--- config.mk ---
export PLATFORM = sky130hd
export DESIGN_NAME = multisector_irq_seq
export DESIGN_NICKNAME = d
export VERILOG_FILES = /design/src/rtl/mbs_pkg.sv /design/src/rtl/mbs_cmd_decode.sv /design/src/rtl/mbs_chunk_sizer.sv /design/src/rtl/mbs_word_counter.sv /design/src/rtl/multisector_irq_seq.sv
export SDC_FILE = /design/constraint.sdc
export NUM_CORES = 1
export LEC_CHECK = 0
export BUFFER_PORTS_ARGS = -buffer_cell sky130_fd_sc_hd__buf_2
export CORE_MARGIN = 4
export CORE_UTILIZATION = 30
export DETAILED_ROUTE_END_ITERATION = 6
export PLACE_DENSITY = 0.54
export SLEW_MARGIN = 20
export SYNTH_ARGS = -nofsm -noshare
export SYNTH_HDL_FRONTEND = slang
export SYNTH_SLANG_ARGS = --single-unit
--- constraint.sdc ---
create_clock -name clk -period 3.1 [get_ports clk]
set_clock_uncertainty 0.15 [all_clocks]
set_input_delay 0.465 -clock clk [delete_from_list [all_inputs] [get_ports clk]]
set_output_delay 0.465 -clock clk [all_outputs]
set_load 0.1 [all_outputs]
--- src/rtl/mbs_pkg.sv ---
package mbs_pkg;
  localparam logic [7:0] OP_RD_ONE  = 8'h20;
  localparam logic [7:0] OP_WR_ONE  = 8'h30;
  localparam logic [7:0] OP_RD_MULT = 8'hC4;
  localparam logic [7:0] OP_WR_MULT = 8'hC5;

  typedef enum logic [1:0] {
    ST_IDLE   = 2'd0,
    ST_RWAIT  = 2'd1,
    ST_XFER   = 2'd2,
    ST_COMMIT = 2'd3
  } seq_state_t;

  typedef struct packed {
    logic known;
    logic mult;
    logic write;
  } cmd_class_t;
endpackage

--- src/rtl/mbs_cmd_decode.sv ---
module mbs_cmd_decode
  import mbs_pkg::*;
#(
  parameter int CNT_W = 8,
  parameter int BLK_W = 8
) (
  input  logic [7:0]       code,
  input  logic [CNT_W-1:0] count,
  input  logic [BLK_W-1:0] blk,
  output cmd_class_t       cls,
  output logic             reject
);
  always_comb begin
    cls = '0;
    case (code)
      OP_RD_ONE:  cls = '{known: 1'b1, mult: 1'b0, write: 1'b0};
      OP_WR_ONE:  cls = '{known: 1'b1, mult: 1'b0, write: 1'b1};
      OP_RD_MULT: cls = '{known: 1'b1, mult: 1'b1, write: 1'b0};
      OP_WR_MULT: cls = '{known: 1'b1, mult: 1'b1, write: 1'b1};
      default:    cls = '0;
    endcase
    reject = cls.known && ((count == '0) || (cls.mult && (blk == '0)));
  end
endmodule

--- src/rtl/mbs_chunk_sizer.sv ---
module mbs_chunk_sizer #(
  parameter int CNT_W   = 8,
  parameter int BLK_W   = 8,
  parameter int MAX_BLK = 128
) (
  input  logic [CNT_W-1:0] rem,
  input  logic [BLK_W-1:0] blk,
  input  logic             mult,
  output logic [CNT_W-1:0] chunk
);
  localparam int W = (CNT_W > BLK_W) ? CNT_W : BLK_W;
  logic [W-1:0] eff;
  logic [W-1:0] rem_w;

  always_comb begin
    rem_w = W'(rem);
    eff   = (W'(blk) > W'(MAX_BLK)) ? W'(MAX_BLK) : W'(blk);
    if (!mult)
      chunk = CNT_W'(1);
    else if (eff < rem_w)
      chunk = CNT_W'(eff);
    else
      chunk = rem;
  end
endmodule

--- src/rtl/mbs_word_counter.sv ---
module mbs_word_counter #(
  parameter int WPS = 256
) (
  input  logic clk,
  input  logic rst,
  input  logic clear,
  input  logic step,
  output logic sector_end
);
  localparam int IDX_W = (WPS > 1) ? $clog2(WPS) : 1;
  logic [IDX_W-1:0] idx;

  assign sector_end = step && (idx == IDX_W'(WPS - 1));

  always_ff @(posedge clk) begin
    if (rst || clear)
      idx <= '0;
    else if (step)
      idx <= sector_end ? '0 : idx + IDX_W'(1);
  end

  // the word index never passes the last word of a sector
  a_r6_idx_range: assert property (@(posedge clk) disable iff (rst)
    idx <= IDX_W'(WPS - 1));
endmodule

--- src/rtl/multisector_irq_seq.sv ---
module multisector_irq_seq
  import mbs_pkg::*;
#(
  parameter int CNT_W   = 8,
  parameter int BLK_W   = 8,
  parameter int MAX_BLK = 128,
  parameter int WPS     = 256
) (
  input  logic             clk,
  input  logic             rst,
  input  logic             cmd_valid,
  input  logic [7:0]       cmd_code,
  input  logic [CNT_W-1:0] sector_count,
  input  logic [BLK_W-1:0] block_size,
  input  logic             wcache_en,
  input  logic             buf_ready,
  input  logic             media_done,
  input  logic             word_stb,
  input  logic             status_rd,
  output logic             irq,
  output logic             drq,
  output logic             bsy,
  output logic             abort_err
);
  seq_state_t       state;
  cmd_class_t       cls;
  logic             reject;
  logic             wr_q, mult_q;
  logic [BLK_W-1:0] blk_q;
  logic [CNT_W-1:0] remaining, sec_left;
  logic [CNT_W-1:0] sz_rem, chunk;
  logic [BLK_W-1:0] sz_blk;
  logic             sz_mult;
  logic             sector_end;
  logic             in_xfer;

  assign in_xfer = (state == ST_XFER);

  mbs_cmd_decode #(.CNT_W(CNT_W), .BLK_W(BLK_W)) u_dec (
    .code(cmd_code), .count(sector_count), .blk(block_size),
    .cls(cls), .reject(reject)
  );

  // Idle: size from the incoming command; otherwise from latched state
  always_comb begin
    if (state == ST_IDLE) begin
      sz_rem  = sector_count;
      sz_blk  = block_size;
      sz_mult = cls.mult;
    end else begin
      sz_rem  = remaining;
      sz_blk  = blk_q;
      sz_mult = mult_q;
    end
  end

  mbs_chunk_sizer #(.CNT_W(CNT_W), .BLK_W(BLK_W), .MAX_BLK(MAX_BLK)) u_size (
    .rem(sz_rem), .blk(sz_blk), .mult(sz_mult), .chunk(chunk)
  );

  mbs_word_counter #(.WPS(WPS)) u_words (
    .clk(clk), .rst(rst), .clear(!in_xfer),
    .step(word_stb && in_xfer), .sector_end(sector_end)
  );

  always_ff @(posedge clk) begin
    if (rst) begin
      state     <= ST_IDLE;
      irq       <= 1'b0;
      drq       <= 1'b0;
      bsy       <= 1'b0;
      abort_err <= 1'b0;
      wr_q      <= 1'b0;
      mult_q    <= 1'b0;
      blk_q     <= '0;
      remaining <= '0;
      sec_left  <= '0;
    end else begin
      if (status_rd) irq <= 1'b0;
      case (state)
        ST_IDLE: begin
          if (cmd_valid && cls.known) begin
            if (reject) begin
              abort_err <= 1'b1;
              irq       <= 1'b1;
            end else begin
              abort_err <= 1'b0;
              wr_q      <= cls.write;
              mult_q    <= cls.mult;
              blk_q     <= block_size;
              remaining <= sector_count;
              if (cls.write) begin
                state    <= ST_XFER;
                drq      <= 1'b1;
                sec_left <= chunk;
              end else begin
                state <= ST_RWAIT;
                bsy   <= 1'b1;
              end
            end
          end
        end
        ST_RWAIT: begin
          if (buf_ready) begin
            irq      <= 1'b1;
            drq      <= 1'b1;
            bsy      <= 1'b0;
            sec_left <= chunk;
            state    <= ST_XFER;
          end
        end
        ST_XFER: begin
          if (sector_end) begin
            remaining <= remaining - CNT_W'(1);
            sec_left  <= sec_left - CNT_W'(1);
            if (sec_left == CNT_W'(1)) begin
              drq <= 1'b0;
              if (wr_q) begin
                bsy   <= 1'b1;
                state <= ST_COMMIT;
              end else if (remaining == CNT_W'(1)) begin
                state <= ST_IDLE;
              end else begin
                bsy   <= 1'b1;
                state <= ST_RWAIT;
              end
            end
          end
        end
        ST_COMMIT: begin
          if (wcache_en || media_done) begin
            irq <= 1'b1;
            bsy <= 1'b0;
            if (remaining == '0) begin
              state <= ST_IDLE;
            end else begin
              drq      <= 1'b1;
              sec_left <= chunk;
              state    <= ST_XFER;
            end
          end
        end
        default: state <= ST_IDLE;
      endcase
    end
  end

  // data phase and busy never overlap
  a_r6_drq_bsy_excl: assert property (@(posedge clk) disable iff (rst)
    !(drq && bsy));

  // an aborted command opens no data phase and leaves busy low
  a_r3_abort_quiet: assert property (@(posedge clk) disable iff (rst)
    abort_err |-> (!bsy && !drq));

  // a read interrupt follows a sampled buffer-ready
  a_r4_rd_irq_after_buf: assert property (@(posedge clk) disable iff (rst)
    ($rose(irq) && !abort_err && !wr_q) |-> $past(buf_ready));

  // without write caching the interrupt follows media commit
  a_r9_commit_wait: assert property (@(posedge clk) disable iff (rst)
    ($rose(irq) && !abort_err && wr_q && !$past(wcache_en)) |-> $past(media_done));

  // a status read with no new interrupt source clears irq
  a_r10_irq_clear: assert property (@(posedge clk) disable iff (rst)
    (status_rd && state == ST_XFER && !cmd_valid) |=> !irq);
endmodule

After elaboration in Yosys (flattened, before gate mapping)
Index checks and enable logic that the tools add are counted.
{"block": "word_totals", "regBits": 40, "input_bits": 32, "out_inout_bits": 4, "wordCells": 115}
{"block": "classes", "n_addsub": 3, "order_cmp": 2, "n_eq_ne": 20, "n_mux": 57, "bitwise": 1, "n_reduce_logical": 21}
{"cell": "$mux W8", "count": 16}
{"cell": "$pmux W8 S4", "count": 1}
{"cell": "$mux W1", "count": 25}
{"cell": "$eq A8 B8 Y1 const B", "count": 3}
{"cell": "$logic_not A8 Y1", "count": 3}
{"cell": "$mux W2", "count": 9}
{"cell": "$eq A8 B1 Y1 const B", "count": 2}
{"cell": "$eq A8 B6 Y1 const B", "count": 2}
{"cell": "$pmux W8 S2", "count": 1}
{"cell": "$reduce_and A8 Y1", "count": 2}
{"cell": "$sub A8 B1 Y8 const B", "count": 2}
{"cell": "$ne A2 B2 Y1 const B", "count": 6}
{"cell": "$pmux W3 S4", "count": 1}
{"cell": "$add A8 B1 Y8 const B", "count": 1}
{"cell": "$gt A8 B8 Y1 const B", "count": 1}
{"cell": "$lt A8 B8 Y1", "count": 1}
{"cell": "$pmux W1 S4", "count": 2}
{"cell": "$pmux W2 S4", "count": 1}
{"cell": "$reduce_and A7 Y1", "count": 1}
{"cell": "$ne A2 B1 Y1 const B", "count": 3}
{"cell": "$reduce_and A6 Y1", "count": 1}
{"cell": "$logic_and A1 B1 Y1", "count": 5}
{"cell": "$eq A2 B2 Y1 const B", "count": 2}
{"cell": "$reduce_and A4 Y1", "count": 1}
{"cell": "other kinds (10)", "count": 12}

Depth between registers and ports, before layout
Gate-level depths: netlist of run 1.
{"block": "depth", "ltp_word": 11, "ltp_mapped": 15, "ltp_nobuf": 12}

Hierarchy
Synthesis of run 1 repeated with hierarchy kept, for this count alone.
{"block": "unflattened", "hier_cells": 350, "hier_area_um2": 2944.1}
{"module": "multisector_irq_seq", "n_inst": 1, "cells_each": 237, "area_per_inst_um2": 2038.2, "seq_area_each_um2": 640.6}
{"module": "mbs_chunk_sizer", "n_inst": 1, "cells_each": 56, "area_per_inst_um2": 410.4, "seq_area_each_um2": 0.0}
{"module": "mbs_word_counter", "n_inst": 1, "cells_each": 42, "area_per_inst_um2": 370.4, "seq_area_each_um2": 160.2}
{"module": "mbs_cmd_decode", "n_inst": 1, "cells_each": 15, "area_per_inst_um2": 125.1, "seq_area_each_um2": 0.0}

Worst setup path after synthesis of run 1
Ideal clock, no wire load.
{"block": "synth_path", "path_type": "flip-flop to flip-flop", "start": "reg state[1]", "end": "reg sec_left[1]", "setup_ns": 0.086, "arrival_time_ns": 3.017, "required_ns": 2.864, "setup_slack_ns": -0.153, "stages_incl_launch_ff": 14, "path_buffers": 3, "synth_period_minus_slack_ns": 3.253, "path_cell_list": "dfxtp_1 -> buf_2 -> nor2_1 -> buf_2 -> buf_1 -> nand2_1 -> a21oi_1 -> ha_1 -> a211o_1 -> o31ai_1 -> o211ai_1 -> mux2_2 -> o221a_2 -> a211oi_1"}
{"block": "synth_via", "elab_chain_cells": 11, "elab_cells_between_ends": 29, "classes_between": "2 x order compare; 10 x eq/ne; 13 x mux; 4 x reduce/logical"}
{"item": "from (decl)", "line": "multisector_irq_seq.sv:25", "source": "seq_state_t state;"}
{"item": "from (signal assigned)", "line": "multisector_irq_seq.sv:68", "source": "state <= ST_IDLE;"}
{"item": "from (signal assigned)", "line": "multisector_irq_seq.sv:93", "source": "state <= ST_XFER;"}
{"item": "from (signal assigned)", "line": "multisector_irq_seq.sv:97", "source": "state <= ST_RWAIT;"}
{"item": "$logic_not A2 Y1", "line": "multisector_irq_seq.sv:46, multisector_irq_seq.sv:80"}
{"item": "$mux W8", "line": "multisector_irq_seq.sv:46", "source": "if (state == ST_IDLE) begin"}
{"item": "$gt A8 B8 Y1", "line": "mbs_chunk_sizer.sv:17", "source": "eff = (W'(blk) > W'(MAX_BLK)) ? W'(MAX_BLK) : W'(blk);"}
{"item": "$mux W8", "line": "mbs_chunk_sizer.sv:17"}
{"item": "$lt A8 B8 Y1", "line": "mbs_chunk_sizer.sv:20", "source": "else if (eff < rem_w)"}
{"item": "$mux W8", "line": "mbs_chunk_sizer.sv:20"}
{"item": "$mux W8", "line": "mbs_chunk_sizer.sv:18", "source": "if (!mult)"}
{"item": "$mux W8", "line": "multisector_irq_seq.sv:92", "source": "if (cls.write) begin"}
{"item": "$mux W8", "line": "multisector_irq_seq.sv:83", "source": "if (reject) begin"}
{"item": "$mux W8", "line": "multisector_irq_seq.sv:82", "source": "if (cmd_valid && cls.known) begin"}
{"item": "$pmux W8 S4", "line": "multisector_irq_seq.sv:80", "source": "case (state)"}
{"item": "to (signal assigned)", "line": "multisector_irq_seq.sv:95", "source": "sec_left <= chunk;"}
{"item": "to (signal assigned)", "line": "multisector_irq_seq.sv:108", "source": "sec_left <= chunk;"}
{"item": "to (signal assigned)", "line": "multisector_irq_seq.sv:115", "source": "sec_left <= sec_left - CNT_W'(1);"}
{"item": "to (decl)", "line": "multisector_irq_seq.sv:30", "source": "logic [CNT_W-1:0] remaining, sec_left;"}
Parallel ways exist; a longest one is shown, timed or not. The select of a mux whose other input is x is not followed.
A chain may end at the register's enable or synchronous reset.

Worst setup path after layout of run 1
{"block": "layout_path", "start": "reg state[1]", "end": "reg sec_left[7]"}
Same word-level chain as after synthesis.

==> results of run 1 <==
[tightest hold or removal path, cell delays in order]
cell and delay, ps:
buf_2 100, mux2i_1 60, nor2_1 70
[final timing paths]
path | startpoint | endpoint | slack [ps] | depth (start not counted)
max | state[1] | sec_left[7] | 110 | 13
min | block_size[3] | blk_q[3] | 280 | 3
min reg2reg | bsy | bsy | 320 | 1
max reg2reg | state[1] | sec_left[7] | 110 | 13
[cell type report]
type / count / area [um^2] / share of cell area [%]
Tap cell: 108 / 135 / 4.31
Multi-Input combinational cell: 268 / 1770 / 56.4
Sequential cell: 40 / 802 / 25.6
Clock inverter: 2 / 12.5 / 0.400
Timing Repair Buffer: 51 / 303 / 9.67
Inverter: 12 / 45.0 / 1.44
Clock buffer: 5 / 68.8 / 2.20
[kinds of logic (layout without fill, tap and decap cells)]
family / after synthesis / count (layout) / share of synthesized area, %
and+or+nand+nor: 137 / 137 / 26.0
AOI/OAI and AO/OA: 89 / 89 / 22.4
DFF: 40 / 40 / 29.9
buffers and inverters: 29 / 70 / 4.86
muxes: 26 / 26 / 9.92
adders and majority gates: 12 / 12 / 5.61
xor gates and xnor gates: 4 / 4 / 1.31
[where the power goes]
group	total (uW)	internal, uW	switching (uW)
clock	345	153	192
sequential	517	515	1.78
combinational	139	58.6	80.7
total	1000	727	274
[sequential cells by signal, indices dropped and copies added (netlist names)]
signal,count
blk_q,8
remaining,8
sec_left,8
u_words.idx,8
state,2
abort_err,1
bsy,1
drq,1
irq,1
mult_q,1
wr_q,1
[what timing repair did]
item | in CTS | in global routing
endpoints found under the setup margin | 1 | 7
endpoints found under the hold margin | 0 | 0
pin swaps | 1 | 3
gates resized for setup | 2 | 5
buffers inserted | 1 | 0
[stage by stage]
| stage | hold slack (ps) | utilization (%) | setup TNS (ps) | setup slack [ps] |
|---|---|---|---|---|
| 3_3_place_gp | 295 | 34.8 | 0 | 55.0 |
| 3_5_place_dp | 306 | 34.8 | -55.2 | -55.2 |
| 2_1_floorplan | 308 | - | 0 | 35.2 |
| 4_1_cts | 273 | 35.9 | 0 | 19.1 |
| 5_1_grt | 287 | 36.1 | 0 | 8.04 |
| 6_report | 279 | 36.1 | 0 | 113 |
[synth_stat cells (2+ instances only)]
| cell | number |
|---|---|
| a22oi_1 | 3 |
| xor2_1 | 4 |
| nand4b_1 | 2 |
| nand2_1 | 39 |
| nor2_1 | 40 |
| buf_2 | 5 |
| a31oi_1 | 3 |
| nand2b_1 | 7 |
| a221oi_1 | 2 |
| mux2_2 | 4 |
| dfxtp_1 | 40 |
| clkbuf_1 | 9 |
| o22ai_1 | 4 |
| o211ai_1 | 2 |
| a21oi_1 | 29 |
| inv_1 | 12 |
| buf_6 | 2 |
| nor3_1 | 9 |
| a211oi_1 | 6 |
| o31ai_1 | 7 |
| nand4_1 | 4 |
| mux2i_1 | 22 |
| nor2b_1 | 6 |
| o2111ai_1 | 3 |
| nor4_1 | 3 |
| o21ai_0 | 16 |
| ha_1 | 12 |
| nand3_1 | 9 |
| or4_1 | 2 |
| or2_2 | 4 |
| a22o_2 | 2 |
| or3_1 | 3 |
[cell usage in the layout (no fill, tap or decap), types with 5 or more instances in the layout]
master,netlist,layout
nor3_1,9,8
clkbuf_8,0,5
ha_1,12,12
nor2_1,40,39
mux2i_1,22,22
buf_2,5,35
nand2_1,39,39
nand2b_1,7,7
o21ai_0,16,16
buf_4,0,15
inv_1,12,12
dfxtp_1,40,39
o31ai_1,7,7
a211oi_1,6,5
nor2b_1,6,6
a21oi_1,29,29
nand3_1,9,9
[per-layer routing]
| metal | global-route usage [%] | share of wire [%] | up-vias |
|---|---|---|---|
| met3 | 2.59 | 4.3 | 13 |
| met2 | 21.5 | 45 | 72 |
| li1 | - | - | 1308 |
| met5 | 0 | 0 | - |
| met1 | 20.4 | 49 | 1257 |
| met4 | 4.84 | 2.1 | 0 |
==> summary.txt, run 1 <==
Critical path
  – Kind of end point of the critical path: flip-flop
  – Slowest cell delay on critical path: 350 ps
  – Crit-path most repeated cell: buf_4
  – Crit path cell chain: nor2_4, mux2_4, or2_2, inv_1, ha_1, nand2_1, a211oi_1, o31ai_1, o211ai_1, buf_4, buf_4, o2111ai_1, o211ai_2
  – Buf/Inv on CP: 3
  – CP Data Arrival Time: about 3000 ps
  – Critical path class: flip-flop to flip-flop
  – Crit path required time: 3110 ps
  – Crit-path max FO: 6
  – Critical path's slowest cell: dfxtp_2
  – CP delay by family, top: compound AO/OA/AOI/OAI gates
  – Startpoint type of the worst setup path: flip-flop

Global route
  – Total GRT Usage: 14.3%
  – Largest net degree at the start of global routing: 35
  – Antenna violations before repair: 0
  – Total grt overflow: 0
  – First-pass GRT wire length: 12.0 mm
  – Number of global-route vias before repair: about 2400

Final layout
  – Layout Cells excl Fill: 486
  – Fin nets: approximately 420
  – ANT cells: 0
  – Fill cells: about 940
  – Share of layout cells above drive strength 1: a little over a fifth
  – Area growth syn-to-layout: 17.1%
  – Cell area after layout: 0.00313 mm^2

Placement
  – Placed cells: 478
  – Final Wtd Congestion: 0.826
  – Post-DP HPWL: about 5.5 mm
  – Port-buffer cells: 35
  – Post-place instance area: 0.00302 mm^2

Synth
  – Async SR Flop Fraction: 0%
  – Synth Instances: 337
  – Largest cells by area after synthesis: dfxtp_1, mux2i_1, ha_1
  – Seq cells post-synth: 40
  – Synthesized area: 0.00268 mm^2
  – Sequential area share after synthesis: between 20% and 30%
  – Synthesized Nets: 381
  – Prevailing post-synth register cell: dfxtp_1
  – YS warnings: 0
  – Post-synth EDFFs: 0
  – Post-synth top area share: 29.9%
  – Leading area contributor after synthesis: dfxtp_1
  – Distinct cells, synth: 54
  – Mean Syn Cell Area: 7.94 um^2

STA
  – Tcrit/Tclk final: 96.3%
  – Min Tclk post-route: 2990 ps
  – RSZ-0062 raised after global routing: false
  – Fin. max-slew vios: 0
  – Max_slew headroom: 54.3%
  – Least-Margin Pin Slew: around 700 ps
  – Final-report hold violation count: 0
  – Final Setup Violations: 0
  – FMAX: 0.335 GHz

Drt
  – Antenna Nets Post-Route: 0
  – Post-route DRC: 0
  – First-pass detailed-route iteration total: 5
  – Vias: 2650
  – Vias per Instance: 5.45
  – Drt first-iter violations: 174
  – DRT Wirelength: 7.25 mm
  – WL/cell: 14.9 um

Clocking
  – CTS tree: done
  – TritonCTS Buffers: 5
  – Clk_lat worst skew: around 290 ps
  – CTS H-tree lvls: 2
  – Hold_buf cts: 0
  – Clock Tree Root: clkbuf_8
  – Clock Sinks: 40
  – Worst-path clk slew: roughly 80 ps
  – CTS max path bufs: 2

Power
  – Final Power: about 1000 uW
  – PD cells: 320 mW/mm^2
  – Leakage: 0.00127 uW
  – VDD IR-drop max: 0.152 mV

Floorplanning
  – Full die area: 0.0105 mm^2
  – Die height: around 100 um
  – Core box area: 0.00868 mm^2
  – Die W: 102 um
  – Initial core utilization: approximately 30%
  – IO Pins: 36
  – # rows: 34

Run status
  – Status: completed

Hold path
  – Worst hold path class: primary input to flip-flop

Job
  – Max-Cap Viols: 0
Power figures use the tool's default switching activity.
==> run 2, diff against run 1 <==
- CORE_UTILIZATION: 30 -> 52
- PLACE_DENSITY: 0.54 -> 0.81
==> run 2 against run 1 <==
Compared with the run above:
- via count is 0.72% higher
- first-iteration DRC count is 41% higher
- global-route usage is 7.9 points higher
- maximum frequency up 0.72%
- sequential share of layout area up 0.30 points
- clock-buffer cell count is 1 higher
- combinational power about the same
- register-to-register slack gained 20 ps
- setup slack gained 21 ps
- clock power is 4% higher
- hold slack gained 3.1 ps
- critical path type unchanged
- largest cell class unchanged
- largest power group unchanged
==> summary.txt, run 2 (synthesis gave the netlist of run 1 again) <==
Hold path
  – Worst hold path class: primary input to flip-flop (unchanged)

Final layout
  – ANT cells: 0 (unchanged)
  – Area of the multi-input gates: 0.00177 mm^2 (about the same)
  – Fin nets: 422 (unchanged)
  – Share of layout cells above drive strength 1: 22.7% (was 22.0%)
  – Fill cells: 426 (was 943)
  – Most frequent cells in the layout: nand2_1, nor2_1, dfxtp_1 (unchanged)
  – Reg area: 802 um^2 (unchanged)
  – Cell area after layout: 0.00310 mm^2 (was 0.00313 mm^2)
  – Area growth syn-to-layout: 15.7% (was 17.1%)

Drt
  – Antenna Nets Post-Route: 0 (unchanged)
  – First-pass detailed-route iteration total: 5 (unchanged)
  – DRT Wirelength: 6.82 mm (was 7.25 mm)
  – Drt first-iter violations: 246 (was 174)
  – Vias: 2669 (was 2650)
  – Post-route DRC: 0 (unchanged)
  – Vias per Instance: 5.98 (was 5.45)
  – WL/cell: 15.3 um (was 14.9 um)

Global route
  – Total grt overflow: 0 (unchanged)
  – Total GRT Usage: 22.2% (was 14.3%)
  – Largest net degree at the start of global routing: 35 (unchanged)
  – Number of global-route vias before repair: 2414 (was 2435)
  – Antenna violations before repair: 0 (unchanged)
  – First-pass GRT wire length: 11.3 mm (was 12.0 mm)

Power
  – Seq pwr share: 51.0% (was 51.6%)
  – Cell Int Power: 750 uW (was 727 uW)
  – Final Power: 1010 uW (was 1000 uW)
  – Clock power share: 35.5% (was 34.4%)
  – Sw Pwr: 264 uW (was 274 uW)
  – Combinational share of power: 13.4% (was 13.9%)
  – Leakage: 0.00127 uW (about the same)
  – PD cells: 327 mW/mm^2 (was 320 mW/mm^2)
  – Switch share: 26.0% (was 27.4%)
  – VDD IR-drop max: 0.204 mV (was 0.152 mV)

STA
  – Min Tclk post-route: 2970 ps (was 2990 ps)
  – Final Setup Violations: 0 (unchanged)
  – Least-Margin Pin Slew: 634 ps (was 686 ps)
  – Setup ws final: 135 ps (was 113 ps)
  – Fin. max-slew vios: 0 (unchanged)
  – Final-report hold violation count: 0 (unchanged)
  – Tcrit/Tclk final: 95.7% (was 96.3%)
  – Final hold slack: 282 ps (was 279 ps)
  – FMAX: 0.337 GHz (was 0.335 GHz)
  – Max_slew headroom: 57.7% (was 54.3%)

Clocking
  – Clock Tree Root: clkbuf_8 (unchanged)
  – Clk_lat worst skew: 300 ps (was 290 ps)
  – TritonCTS Buffers: 5 (unchanged)
  – Worst-path clk slew: 80 ps (about the same)
  – CTS H-tree lvls: 2 (unchanged)
  – CTS tree: done (unchanged)
  – Clock Sinks: 40 (unchanged)
  – CTS max path bufs: 2 (unchanged)
  – Hold_buf cts: 0 (unchanged)

Floorplanning
  – Initial core utilization: 55.2% (was 30.8%)
  – # rows: 25 (was 34)
  – Die height: 79.7 um (was 102 um)
  – IO Pins: 36 (unchanged)
  – Die W: 79.7 um (was 102 um)
  – Core box area: 0.00485 mm^2 (was 0.00868 mm^2)
  – Full die area: 0.00636 mm^2 (was 0.0105 mm^2)

Critical path
  – Crit path required time: 3130 ps (was 3110 ps)
  – CP delay by family, top: compound AO/OA/AOI/OAI gates (unchanged)
  – Slowest cell delay on critical path: 350 ps (about the same)
  – Critical path class: flip-flop to flip-flop (unchanged)
  – Critical path's slowest cell: dfxtp_2 (unchanged)
  – CP Data Arrival Time: 3000 ps (about the same)
  – Crit path cell chain: nor2_4, mux2_4, or2_2, inv_1, ha_1, nand2_1, a211oi_1, o31ai_1, o211ai_1, buf_4, buf_4, o2111ai_1, o211ai_2 (unchanged)
  – Crit-path max FO: 10 (was 6)
  – Kind of end point of the critical path: flip-flop (unchanged)
  – Startpoint type of the worst setup path: flip-flop (unchanged)
  – Crit-path most repeated cell: buf_4 (unchanged)
  – Buf/Inv on CP: 3 (unchanged)

Placement
  – Final Wtd Congestion: 0.966 (was 0.826)
  – Post-place instance area: 0.00297 mm^2 (was 0.00302 mm^2)
  – Post-DP HPWL: 5.18 mm (was 5.54 mm)
  – Port-buffer cells: 35 (unchanged)
  – Pre-CTS setup slack: 58.3 ps (was -55.2 ps)

Job
  – Max-Cap Viols: 0 (unchanged)

Run status
  – Status: completed (unchanged)
[run 2: per-stage QoR]
stage | util, % | std cells | TNS (ps)
3_3_place_gp | 61.2 | 437 | 0
3_5_place_dp | 61.2 | 437 | 0
5_1_grt | 63.8 | 446 | -29.4
2_1_floorplan | - | 337 | 0
4_1_cts | 63.1 | 445 | 0
6_report | 63.8 | 446 | 0
[run 2: final timing paths]
path | start | endpoint | slack, ps | cells after the start
setup / recovery | state[1] | sec_left[7] | 130 | 13
hold / removal | block_size[4] | blk_q[4] | 280 | 3
setup reg to reg | state[1] | sec_left[7] | 130 | 13
hold reg to reg | bsy | bsy | 330 | 1
[run 2: cell type report]
cell class / count / area share [%]
Sequential cell: 40 / 25.9
Tap cell: 67 / 2.71
Timing Repair Buffer: 51 / 9.66
Inverter: 12 / 1.46
Clock buffer: 6 / 2.67
Clock inverter: 2 / 0.323
Multi-Input combinational cell: 268 / 57.3
[run 2: power groups by stage]
stage / clock network (uW) / registers [uW] / logic, uW
2_1_floorplan: 0 / 533 / 73.7
3_5_place_dp: 0 / 529 / 130
6_report: 360 / 517 / 136
3_3_place_gp: 0 / 529 / 127
5_1_grt: 388 / 517 / 151
4_1_cts: 370 / 517 / 130
[run 2: worst min-delay path, cell delays in order]
cell	delay, ps
buf_2	100
mux2i_1	60
nor2_1	70
[run 2: repair_timing]
action                                  in CTS  in global routing
gates resized for setup                      0                  8
hold endpoints to repair                     0                  0
setup buffers                                0                  1
endpoints found under the setup margin       0                  7
[run 2: layer usage]
layer  wire, um  global-route usage, %  vias up  share of wire (%)
met4        170                   7.56        0                2.5
met1       2870                   28.5     1231                 42
met5          0                      0        -                  0
met2       3230                   35.6      121                 47
met3        549                   6.09       17                8.1
li1           -                      -     1300                  -
